===== src/rtl/stk_seq_pkg.sv =====
`timescale 1ns/1ps
package stk_seq_pkg;

    // status byte bit positions (decoded by the core, so fixed)
    localparam int ST_C = 0;
    localparam int ST_Z = 1;
    localparam int ST_I = 2;
    localparam int ST_D = 3;
    localparam int ST_B = 4;
    localparam int ST_R = 5;

    // request codes
    localparam logic [2:0] RQ_POLL = 3'd0;
    localparam logic [2:0] RQ_CALL = 3'd1;
    localparam logic [2:0] RQ_RSUB = 3'd2;
    localparam logic [2:0] RQ_RINT = 3'd3;
    localparam logic [2:0] RQ_BRK  = 3'd4;

    typedef enum logic [3:0] {
        S_IDLE, S_PUSH_HI, S_PUSH_LO, S_PUSH_ST,
        S_POP_ST, S_POP_LO, S_POP_HI, S_VEC_LO, S_VEC_HI, S_FIN
    } state_e;

    typedef enum logic [1:0] {CAP_NONE, CAP_ST, CAP_PCL, CAP_PCH} cap_e;

    typedef enum logic [2:0] {K_CALL, K_RSUB, K_RINT, K_BRK, K_NMI, K_IRQ, K_RST} kind_e;

    typedef enum logic [1:0] {V_NMI, V_RST, V_IRQ} vec_e;

    typedef enum logic [2:0] {A_NONE, A_PUSH, A_POP, A_VLO, A_VHI} aop_e;

    typedef struct packed {
        state_e      st;
        kind_e       kind;
        cap_e        cap;
        logic [15:0] pc;
        logic [15:0] push_val;
        logic [7:0]  sp;
        logic [7:0]  stat;
        logic        done;
    } regs_t;

endpackage


===== src/rtl/stk_seq_arb.sv =====
`timescale 1ns/1ps
module stk_seq_arb #(
    parameter logic NMI_IDLE = 1'b1,
    parameter logic IRQ_IDLE = 1'b1
) (
    input  logic clk,
    input  logic rst_n,
    input  logic nmi_pin,
    input  logic irq_pin,
    input  logic mask_irq,
    input  logic poll,
    output logic take_nmi,
    output logic take_irq
);
    typedef struct packed {
        logic nmi;
        logic irq;
    } lvl_t;

    lvl_t lvl_d, lvl_q;
    logic nmi_pend, irq_pend;

    always_comb begin
        nmi_pend = (nmi_pin != lvl_q.nmi);
        irq_pend = (irq_pin != lvl_q.irq);
        take_nmi = poll && nmi_pend;
        take_irq = poll && !nmi_pend && irq_pend && !mask_irq;
        lvl_d    = lvl_q;
        if (take_nmi || take_irq) begin
            lvl_d.nmi = nmi_pin;
            lvl_d.irq = irq_pin;
        end
    end

    always_ff @(posedge clk or negedge rst_n) begin
        if (!rst_n) begin
            lvl_q.nmi <= NMI_IDLE;
            lvl_q.irq <= IRQ_IDLE;
        end else begin
            lvl_q <= lvl_d;
        end
    end
endmodule


===== src/rtl/stk_seq_addr.sv =====
`timescale 1ns/1ps
module stk_seq_addr
    import stk_seq_pkg::*;
#(
    parameter logic [7:0]  STACK_PAGE = 8'h01,
    parameter logic [15:0] VEC_NMI    = 16'hFFFA,
    parameter logic [15:0] VEC_RST    = 16'hFFFC,
    parameter logic [15:0] VEC_IRQ    = 16'hFFFE
) (
    input  aop_e        aop,
    input  vec_e        vsel,
    input  logic [7:0]  sp,
    output logic [15:0] addr,
    output logic [7:0]  sp_next
);
    logic [15:0] vbase;

    always_comb begin
        case (vsel)
            V_NMI:   vbase = VEC_NMI;
            V_RST:   vbase = VEC_RST;
            default: vbase = VEC_IRQ;
        endcase
        sp_next = sp;
        addr    = '0;
        case (aop)
            A_PUSH: begin
                addr    = {STACK_PAGE, sp};
                sp_next = sp - 8'd1;
            end
            A_POP: begin
                sp_next = sp + 8'd1;
                addr    = {STACK_PAGE, sp_next};
            end
            A_VLO:   addr = vbase;
            A_VHI:   addr = vbase + 16'd1;
            default: addr = '0;
        endcase
    end
endmodule


===== src/rtl/stk_seq.sv =====
`timescale 1ns/1ps
module stk_seq
    import stk_seq_pkg::*;
#(
    parameter logic [7:0]  STACK_PAGE = 8'h01,
    parameter logic [15:0] VEC_NMI    = 16'hFFFA,
    parameter logic [15:0] VEC_RST    = 16'hFFFC,
    parameter logic [15:0] VEC_IRQ    = 16'hFFFE,
    parameter logic [7:0]  SP_INIT    = 8'hFF,
    parameter logic [7:0]  ST_INIT    = 8'h22,
    parameter logic [15:0] CALL_ADV   = 16'd2,
    parameter logic [15:0] BRK_ADV    = 16'd2,
    parameter logic        NMI_IDLE   = 1'b1,
    parameter logic        IRQ_IDLE   = 1'b1
) (
    input  logic        clk,
    input  logic        rst_n,
    input  logic        req_valid,
    input  logic [2:0]  req_code,
    input  logic [15:0] pc_in,
    input  logic [7:0]  status_in,
    input  logic [15:0] call_target,
    input  logic        nmi_pin,
    input  logic        irq_pin,
    output logic [15:0] mem_addr,
    output logic [7:0]  mem_wdata,
    output logic        mem_we,
    input  logic [7:0]  mem_rdata,
    output logic [15:0] pc_out,
    output logic [7:0]  sp_out,
    output logic [7:0]  status_out,
    output logic        done
);
    localparam regs_t RST_REGS = '{st: S_VEC_LO, kind: K_RST, cap: CAP_NONE,
                                   pc: '0, push_val: '0, sp: SP_INIT,
                                   stat: ST_INIT, done: 1'b0};

    regs_t r_d, r_q;
    aop_e  aop;
    vec_e  vsel;
    logic  [7:0] sp_next;
    logic  poll, take_nmi, take_irq;

    assign poll = req_valid && (r_q.st == S_IDLE) && (req_code == RQ_POLL);

    stk_seq_arb #(.NMI_IDLE(NMI_IDLE), .IRQ_IDLE(IRQ_IDLE)) u_arb (
        .clk      (clk),
        .rst_n    (rst_n),
        .nmi_pin  (nmi_pin),
        .irq_pin  (irq_pin),
        .mask_irq (status_in[ST_I]),
        .poll     (poll),
        .take_nmi (take_nmi),
        .take_irq (take_irq)
    );

    stk_seq_addr #(.STACK_PAGE(STACK_PAGE), .VEC_NMI(VEC_NMI),
                   .VEC_RST(VEC_RST), .VEC_IRQ(VEC_IRQ)) u_addr (
        .aop     (aop),
        .vsel    (vsel),
        .sp      (r_q.sp),
        .addr    (mem_addr),
        .sp_next (sp_next)
    );

    always_comb begin
        r_d       = r_q;
        r_d.done  = 1'b0;
        r_d.cap   = CAP_NONE;
        aop       = A_NONE;
        mem_we    = 1'b0;
        mem_wdata = '0;
        case (r_q.kind)
            K_NMI:   vsel = V_NMI;
            K_RST:   vsel = V_RST;
            default: vsel = V_IRQ;
        endcase

        // byte requested in the previous cycle arrives now
        case (r_q.cap)
            CAP_ST:  r_d.stat = mem_rdata | (8'd1 << ST_R);
            CAP_PCL: r_d.pc[7:0]  = mem_rdata;
            CAP_PCH: r_d.pc[15:8] = mem_rdata;
            default: ;
        endcase

        case (r_q.st)
            S_IDLE: begin
                if (req_valid) begin
                    case (req_code)
                        RQ_CALL: begin
                            r_d.kind     = K_CALL;
                            r_d.push_val = pc_in + CALL_ADV;
                            r_d.pc       = call_target;
                            r_d.stat     = status_in;
                            r_d.st       = S_PUSH_HI;
                        end
                        RQ_RSUB: begin
                            r_d.kind = K_RSUB;
                            r_d.stat = status_in;
                            r_d.st   = S_POP_LO;
                        end
                        RQ_RINT: begin
                            r_d.kind = K_RINT;
                            r_d.st   = S_POP_ST;
                        end
                        RQ_BRK: begin
                            r_d.kind     = K_BRK;
                            r_d.push_val = pc_in + BRK_ADV;
                            r_d.stat     = status_in;
                            r_d.st       = S_PUSH_HI;
                        end
                        RQ_POLL: begin
                            r_d.stat     = status_in;
                            r_d.push_val = pc_in;
                            if (take_nmi) begin
                                r_d.kind = K_NMI;
                                r_d.st   = S_PUSH_HI;
                            end else if (take_irq) begin
                                r_d.kind = K_IRQ;
                                r_d.st   = S_PUSH_HI;
                            end else begin
                                r_d.pc   = pc_in;
                                r_d.done = 1'b1;
                            end
                        end
                        default: r_d.done = 1'b1;
                    endcase
                end
            end
            S_PUSH_HI: begin
                aop       = A_PUSH;
                mem_we    = 1'b1;
                mem_wdata = r_q.push_val[15:8];
                r_d.sp    = sp_next;
                r_d.st    = S_PUSH_LO;
            end
            S_PUSH_LO: begin
                aop       = A_PUSH;
                mem_we    = 1'b1;
                mem_wdata = r_q.push_val[7:0];
                r_d.sp    = sp_next;
                r_d.st    = (r_q.kind == K_CALL) ? S_FIN : S_PUSH_ST;
            end
            S_PUSH_ST: begin
                aop       = A_PUSH;
                mem_we    = 1'b1;
                mem_wdata = r_q.stat;
                mem_wdata[ST_B] = (r_q.kind == K_BRK);
                r_d.sp    = sp_next;
                r_d.stat[ST_D] = 1'b0;
                if (r_q.kind != K_NMI) begin
                    r_d.stat[ST_I] = 1'b1;
                end
                r_d.st    = S_VEC_LO;
            end
            S_POP_ST: begin
                aop     = A_POP;
                r_d.sp  = sp_next;
                r_d.cap = CAP_ST;
                r_d.st  = S_POP_LO;
            end
            S_POP_LO: begin
                aop     = A_POP;
                r_d.sp  = sp_next;
                r_d.cap = CAP_PCL;
                r_d.st  = S_POP_HI;
            end
            S_POP_HI: begin
                aop     = A_POP;
                r_d.sp  = sp_next;
                r_d.cap = CAP_PCH;
                r_d.st  = S_FIN;
            end
            S_VEC_LO: begin
                aop     = A_VLO;
                r_d.cap = CAP_PCL;
                r_d.st  = S_VEC_HI;
            end
            S_VEC_HI: begin
                aop     = A_VHI;
                r_d.cap = CAP_PCH;
                r_d.st  = S_FIN;
            end
            S_FIN: begin
                if (r_q.kind == K_RSUB) begin
                    r_d.pc = r_d.pc + 16'd1;
                end
                r_d.done = 1'b1;
                r_d.st   = S_IDLE;
            end
            default: r_d.st = S_IDLE;
        endcase
    end

    always_ff @(posedge clk or negedge rst_n) begin
        if (!rst_n) begin
            r_q <= RST_REGS;
        end else begin
            r_q <= r_d;
        end
    end

    assign pc_out     = r_q.pc;
    assign sp_out     = r_q.sp;
    assign status_out = r_q.stat;
    assign done       = r_q.done;
endmodule


===== config.mk =====
export PLATFORM = sky130hd
export DESIGN_NAME = stk_seq
export DESIGN_NICKNAME = d
export VERILOG_FILES = /design/src/rtl/stk_seq_pkg.sv /design/src/rtl/stk_seq_arb.sv /design/src/rtl/stk_seq_addr.sv /design/src/rtl/stk_seq.sv
export SDC_FILE = /design/constraint.sdc
export NUM_CORES = 1
export LEC_CHECK = 0
export BUFFER_PORTS_ARGS = -buffer_cell sky130_fd_sc_hd__buf_4
export CORE_ASPECT_RATIO = 1.5
export CORE_MARGIN = 5
export CORE_UTILIZATION = 45
export DETAILED_ROUTE_END_ITERATION = 10
export GPL_TIMING_DRIVEN = 0
export PLACE_DENSITY = 0.78
export SKIP_LAST_GASP = 1
export SLEW_MARGIN = 5
export SYNTH_ARGS = -nofsm -noshare
export SYNTH_HDL_FRONTEND = slang
export SYNTH_SLANG_ARGS = --single-unit

===== constraint.sdc =====
create_clock -name clk -period 3.1 [get_ports clk]
set_input_delay 0.465 -clock clk [delete_from_list [all_inputs] [get_ports clk]]
set_output_delay 0.465 -clock clk [all_outputs]
set_load 0.02 [all_outputs]

### After elaboration in Yosys (flattened, before gate mapping)

Index checks and enable logic that the tools add are counted.

| storage, ports and cells | value |
|---|---|
| input port bits | 56 |
| logic and storage cells | 109 |
| register bits after elaboration | 60 |

| cells by class | value |
|---|---|
| equality and inequality tests | 32 |
| reduce and logical (&&, ||, !) cells | 28 |
| add/subtract/negate cells | 5 |
| mux-type cells | 34 |

Operators with widths:

| operator | count |
|---|---|
| $pmux 16 s2 | 3 |
| $pmux 16 s4 | 1 |
| $mux 16 | 3 |
| $pmux 7 s5 | 1 |
| $mux 32 | 1 |
| $mux 8 | 4 |
| $pmux 4 s8 | 1 |
| $pmux 8 s3 | 1 |
| $mux 7 | 3 |
| $add 16x1->16 const B | 1 |
| $add 16x2->16 const B | 1 |
| $eq 4x3->1 const B | 4 |
| $pmux 8 s2 | 1 |
| $eq 3x2->1 const B | 5 |
| $eq 3x3->1 const B | 4 |
| $pmux 3 s4 | 1 |
| $eq 3x1->1 const B | 3 |
| $mux 9 | 1 |
| $add 8x1->8 const B | 1 |
| $eq 4x2->1 const B | 2 |
| $eq 4x4->1 const B | 2 |
| $mux 4 | 2 |
| $pmux 2 s2 | 2 |
| $reduce_or 4->1 | 2 |
| other kinds (29) | 49 |

### Depth between registers and ports, before layout

| logic depth | value |
|---|---|
| depth in word-level cells | 11 |
| mapped depth | 11 |

### Hierarchy

Synthesis repeated with hierarchy kept, for this count alone.

| unflattened totals | value |
|---|---|
| cell total of the unflattened synthesis | 559 |
| area, all modules | 4823.4 um2 |

By module, submodules not included:

| module | area an instance (um2) | seq. area each (um2) | cells an instance | times used |
|---|---|---|---|---|
| stk_seq | 4068.9 | 1470.2 | 450 | 1 |
| stk_seq_addr | 634.4 | 0.0 | 99 | 1 |
| stk_seq_arb | 120.1 | 52.6 | 10 | 1 |

### Worst setup path after synthesis

OpenSTA, ideal clock, no wires.

| timing | value |
|---|---|
| path kind | reg2out |
| from | reg r_q[56] (netlist bit) |
| to | out mem_addr[6] |
| slack | 0.438 ns |
| buffers on the path | 1 |
| data required time | 2.635 ns |
| cell stages (with the launch flop) | 6 |
| data arrival time | 2.197 ns |
| cells stage by stage | dfstp_2 -> buf_2 -> nand2b_1 -> a21oi_1 -> nand2_1 -> o311ai_0 |

| on the way | value |
|---|---|
| cells in the longest elaborated chain, start to end | 5 |
| elaborated cells on any way between the ends | 16 |
| classes of those cells | eq/ne (12); mux (2); reduce/logical (2) |

RTL lines:

| what | line | RTL |
|---|---|---|
| from (decl) | stk_seq.sv:38 | `regs_t r_d, r_q;` |
| from (signal assigned) | stk_seq.sv:200 | `r_q <= r_d;` |
| $eq 4x3->1, or another cell as far along | stk_seq.sv:87 | `case (r_q.st)` |
| $reduce_or 3->1 (no line) | -- |  |
| $pmux 3 s4 (*) | stk_seq.sv:87 |  |
| $eq 3x3->1, or another cell as far along | stk_seq_addr.sv:26 | `case (aop)` |
| $pmux 16 s4 (*) | stk_seq_addr.sv:26 |  |
| to (decl) | stk_seq.sv:25 | `output logic [15:0] mem_addr,` |

Every way passes the cells marked *; elsewhere a longest branch is shown, timed or not.

==> out/metrics.yaml <==
grt_pass1_wl_mm: 22.85
yosysSeqAreaShare_pct: 33.37
start_kind: "register"
timing.setup.critical_path_class: "reg2reg"
synth_common_cells: "69 x nand2_1, 43 x dfrtp_1, 42 x nor2_1, 39 x o21ai_0, 38 x buf_4"
drt_iter0_drc: 367
place_hpwl_mm: 11.35
path_clk_slew_ns: 0.06
grt_util_all_layers_pct: 23.56
fin_skew_ns: 0.002939
cts_root_buf: "clkbuf_16"
dpl.cell_count: 768
fmax_ghz: 0.3467
postRouteAntennaNets: 0
grt_start_max_net_pins: 61
yosysMostFrequentCell: "nand2_1"
path_common_cell: "mux2_2"
ys_ff_latch: 60
gr-total-overflow: 0
fin_tns_setup_ns: 0
yosys.area.top_type: "dfrtp_1"
required_ns: 3.31
peakVddDrop_mv: 0.4767
syn_area_per_cell_um2: 8.466
placed_cell_area_um2: 5550
fin_crit_sh_pct: 93.04
tightest_slew_ns: 0.8201
vias_per_cell: 5.893
design_area_um2: 5853
detail_route.first_pass.iterations: 5
setup_viol_count_final: 0
core_area_um2: 10020
max-cap-violations: 0
cts.sinks: 60
clock_latency_ns: 0.33
status: "finished, final reports clean"
grt_antenna_before_repair: 0
dieWidth_um: 92.22
hp-class: "in2async"
drc: 0
layout-drive-gt1-share_pct: 33.33
max_slew_margin_pct: 44.91
num_vias: 4614
path_max_fanout: 10
clk_path_buf_depth: 2
synthDistinctLibCells: 71
whs_ns: 0.2139
synth_area_um2: 4563
fin_cells: 783
die_y_um: 133.3
ys_async_sr_fraction_pct: 100.0
ys_dominant_reg_cell: "dfrtp_1"
ios: 114
design.die.area_um2: 12300
finalWeightedCongestion: 0.9134
max_stage_delay_ns: 0.45
tritoncts: "yes"
htreeDepth: 3
syn_inst: 539
path_cells: "nand2b_1, buf_2, buf_6, mux2_2, ha_1, nand4_1, mux2_2, nor3_2, a211oi_1, a221oi_1, nand2_1"
synth_nets: 599
grt_setup_unrepaired: "false"
area_delta_synth_final_pct: 28.27
slowest_stage: "nor3_2"
synth_edf_count: 0
cp-end-kind: "register"
grt_pass1_vias: 4654
pwr_density_cell_nw_per_um2: 1072
final_nets: 721
routed_wl_mm: 14.48
drv_slew: 0
wl_per_cell_um: 18.49
finalHoldViolations: 0
antenna-diode-count: 0
p_total_w: 0.006275
period_minus_slack_ns: 2.884
synth_area_leaders: "dfrtp_1 24%, dfstp_2 9.8%, mux2i_1 6.8%"
synth_top_area_share_pct: 23.58
port_buffers: 112
power.static_leakage_nw: 2.720
cts-buffers-inserted: 9
start_util_pct: 45.53
yosysWarnings: 0
crit_arrival_ns: 3.09
rows: 45
## state kept, by name (all words and copies together) (netlist names)
signal       flops
sp_out           8
pc_out          16
u_arb.lvl_q      2
r_q             25
done             1
status_out       8
## worst max-delay path: cells and delay by family, from the launching register on
kind	cells	cell delay (ns)
muxes	2	0.56
adders and majority gates	1	0.25
buffers and inverters	2	0.33
AOI/OAI and AO/OA	2	0.43
and+or+nand+nor	4	0.81
DFF	1	0.39
## final timing paths
path                              start       endpoint  slack (ns)  depth (start not counted)
setup / recovery                r_q[49]      pc_out[8]        0.22                         11
hold / removal                    rst_n           done        0.21                          1
setup reg to reg                r_q[49]      pc_out[8]        0.22                         11
hold reg to reg                 r_q[19]        r_q[19]        0.48                          1
max in group asynchronous         rst_n     pc_out[12]        2.38                          1
min in group clk           status_in[3]  status_out[3]        0.34                          3
## metrics by stage
step                      util (%)  setup slack, ns
final                        58.40           0.2158
after global routing         58.40          0.06515
after CTS                    58.36          0.02240
after detailed placement     55.38           0.2630
after global placement       55.38           0.2785
after floorplan                  -           0.4380
## timing repair
action / CTS / global route
hold buffers: 0 / 0
gates resized for setup: 0 / 1
setup endpoints to repair: 2 / 1
pin swaps: 0 / 0
buffers inserted: 0 / 0
hold endpoints to repair: 0 / 0
## layout make-up
class | instances | area (µm²)
fillers | 924 | 4169
multi-input cells | 402 | 2580
flip-flops and latches | 60 | 1523
repair buffers | 112 | 840.8
plain buffers | 65 | 419.2
clock buffers | 10 | 239.0
well taps | 117 | 146.4
clock inverters | 6 | 63.81
inverters | 11 | 41.29
## layout by cell type, fill, tap and decap left out, types with 13 or more instances in the layout
cell and count:
buf_4 150, nand2_1 69, dfrtp_1 43, nor2_1 42, o21ai_0 39, mux2i_1 31, a21oi_1 27, dfstp_2 17
nor3_1 16, nand3_1 15, clkbuf_1 13
## report_power, final
group / leakage [nW] / internal, W / switching [W] / total, W
Combinational: 1.86 / 0.00164 / 0.00204 / 0.00367
Clock: 0.144 / 0.000642 / 0.000383 / 0.00102
Sequential: 0.714 / 0.00125 / 0.000330 / 0.00158
## logic make-up (layout without fill, tap and decap cells)
group,count (synthesis),after routing,share of synthesized area [%]
xor+xnor,24,24,4.606
mux,42,42,9.762
buf+inv,77,204,10.17
simple gates,199,199,21.61
flops,60,60,33.37
compound gates,133,133,19.39
fa+ha+maj,4,4,1.097
## per-layer routing
| layer | vias to the layer above | track usage [%] | routed length [µm] |
|---|---|---|---|
| met3 | 55 | 4.633 | 902 |
| met1 | 2187 | 25.80 | 5329 |
| met2 | 221 | 41.71 | 7541 |
| met5 | - | 0 | 0 |
| li1 | 2151 | - | - |
| met4 | 0 | 13.80 | 702 |
Power figures use the tool's default switching activity.
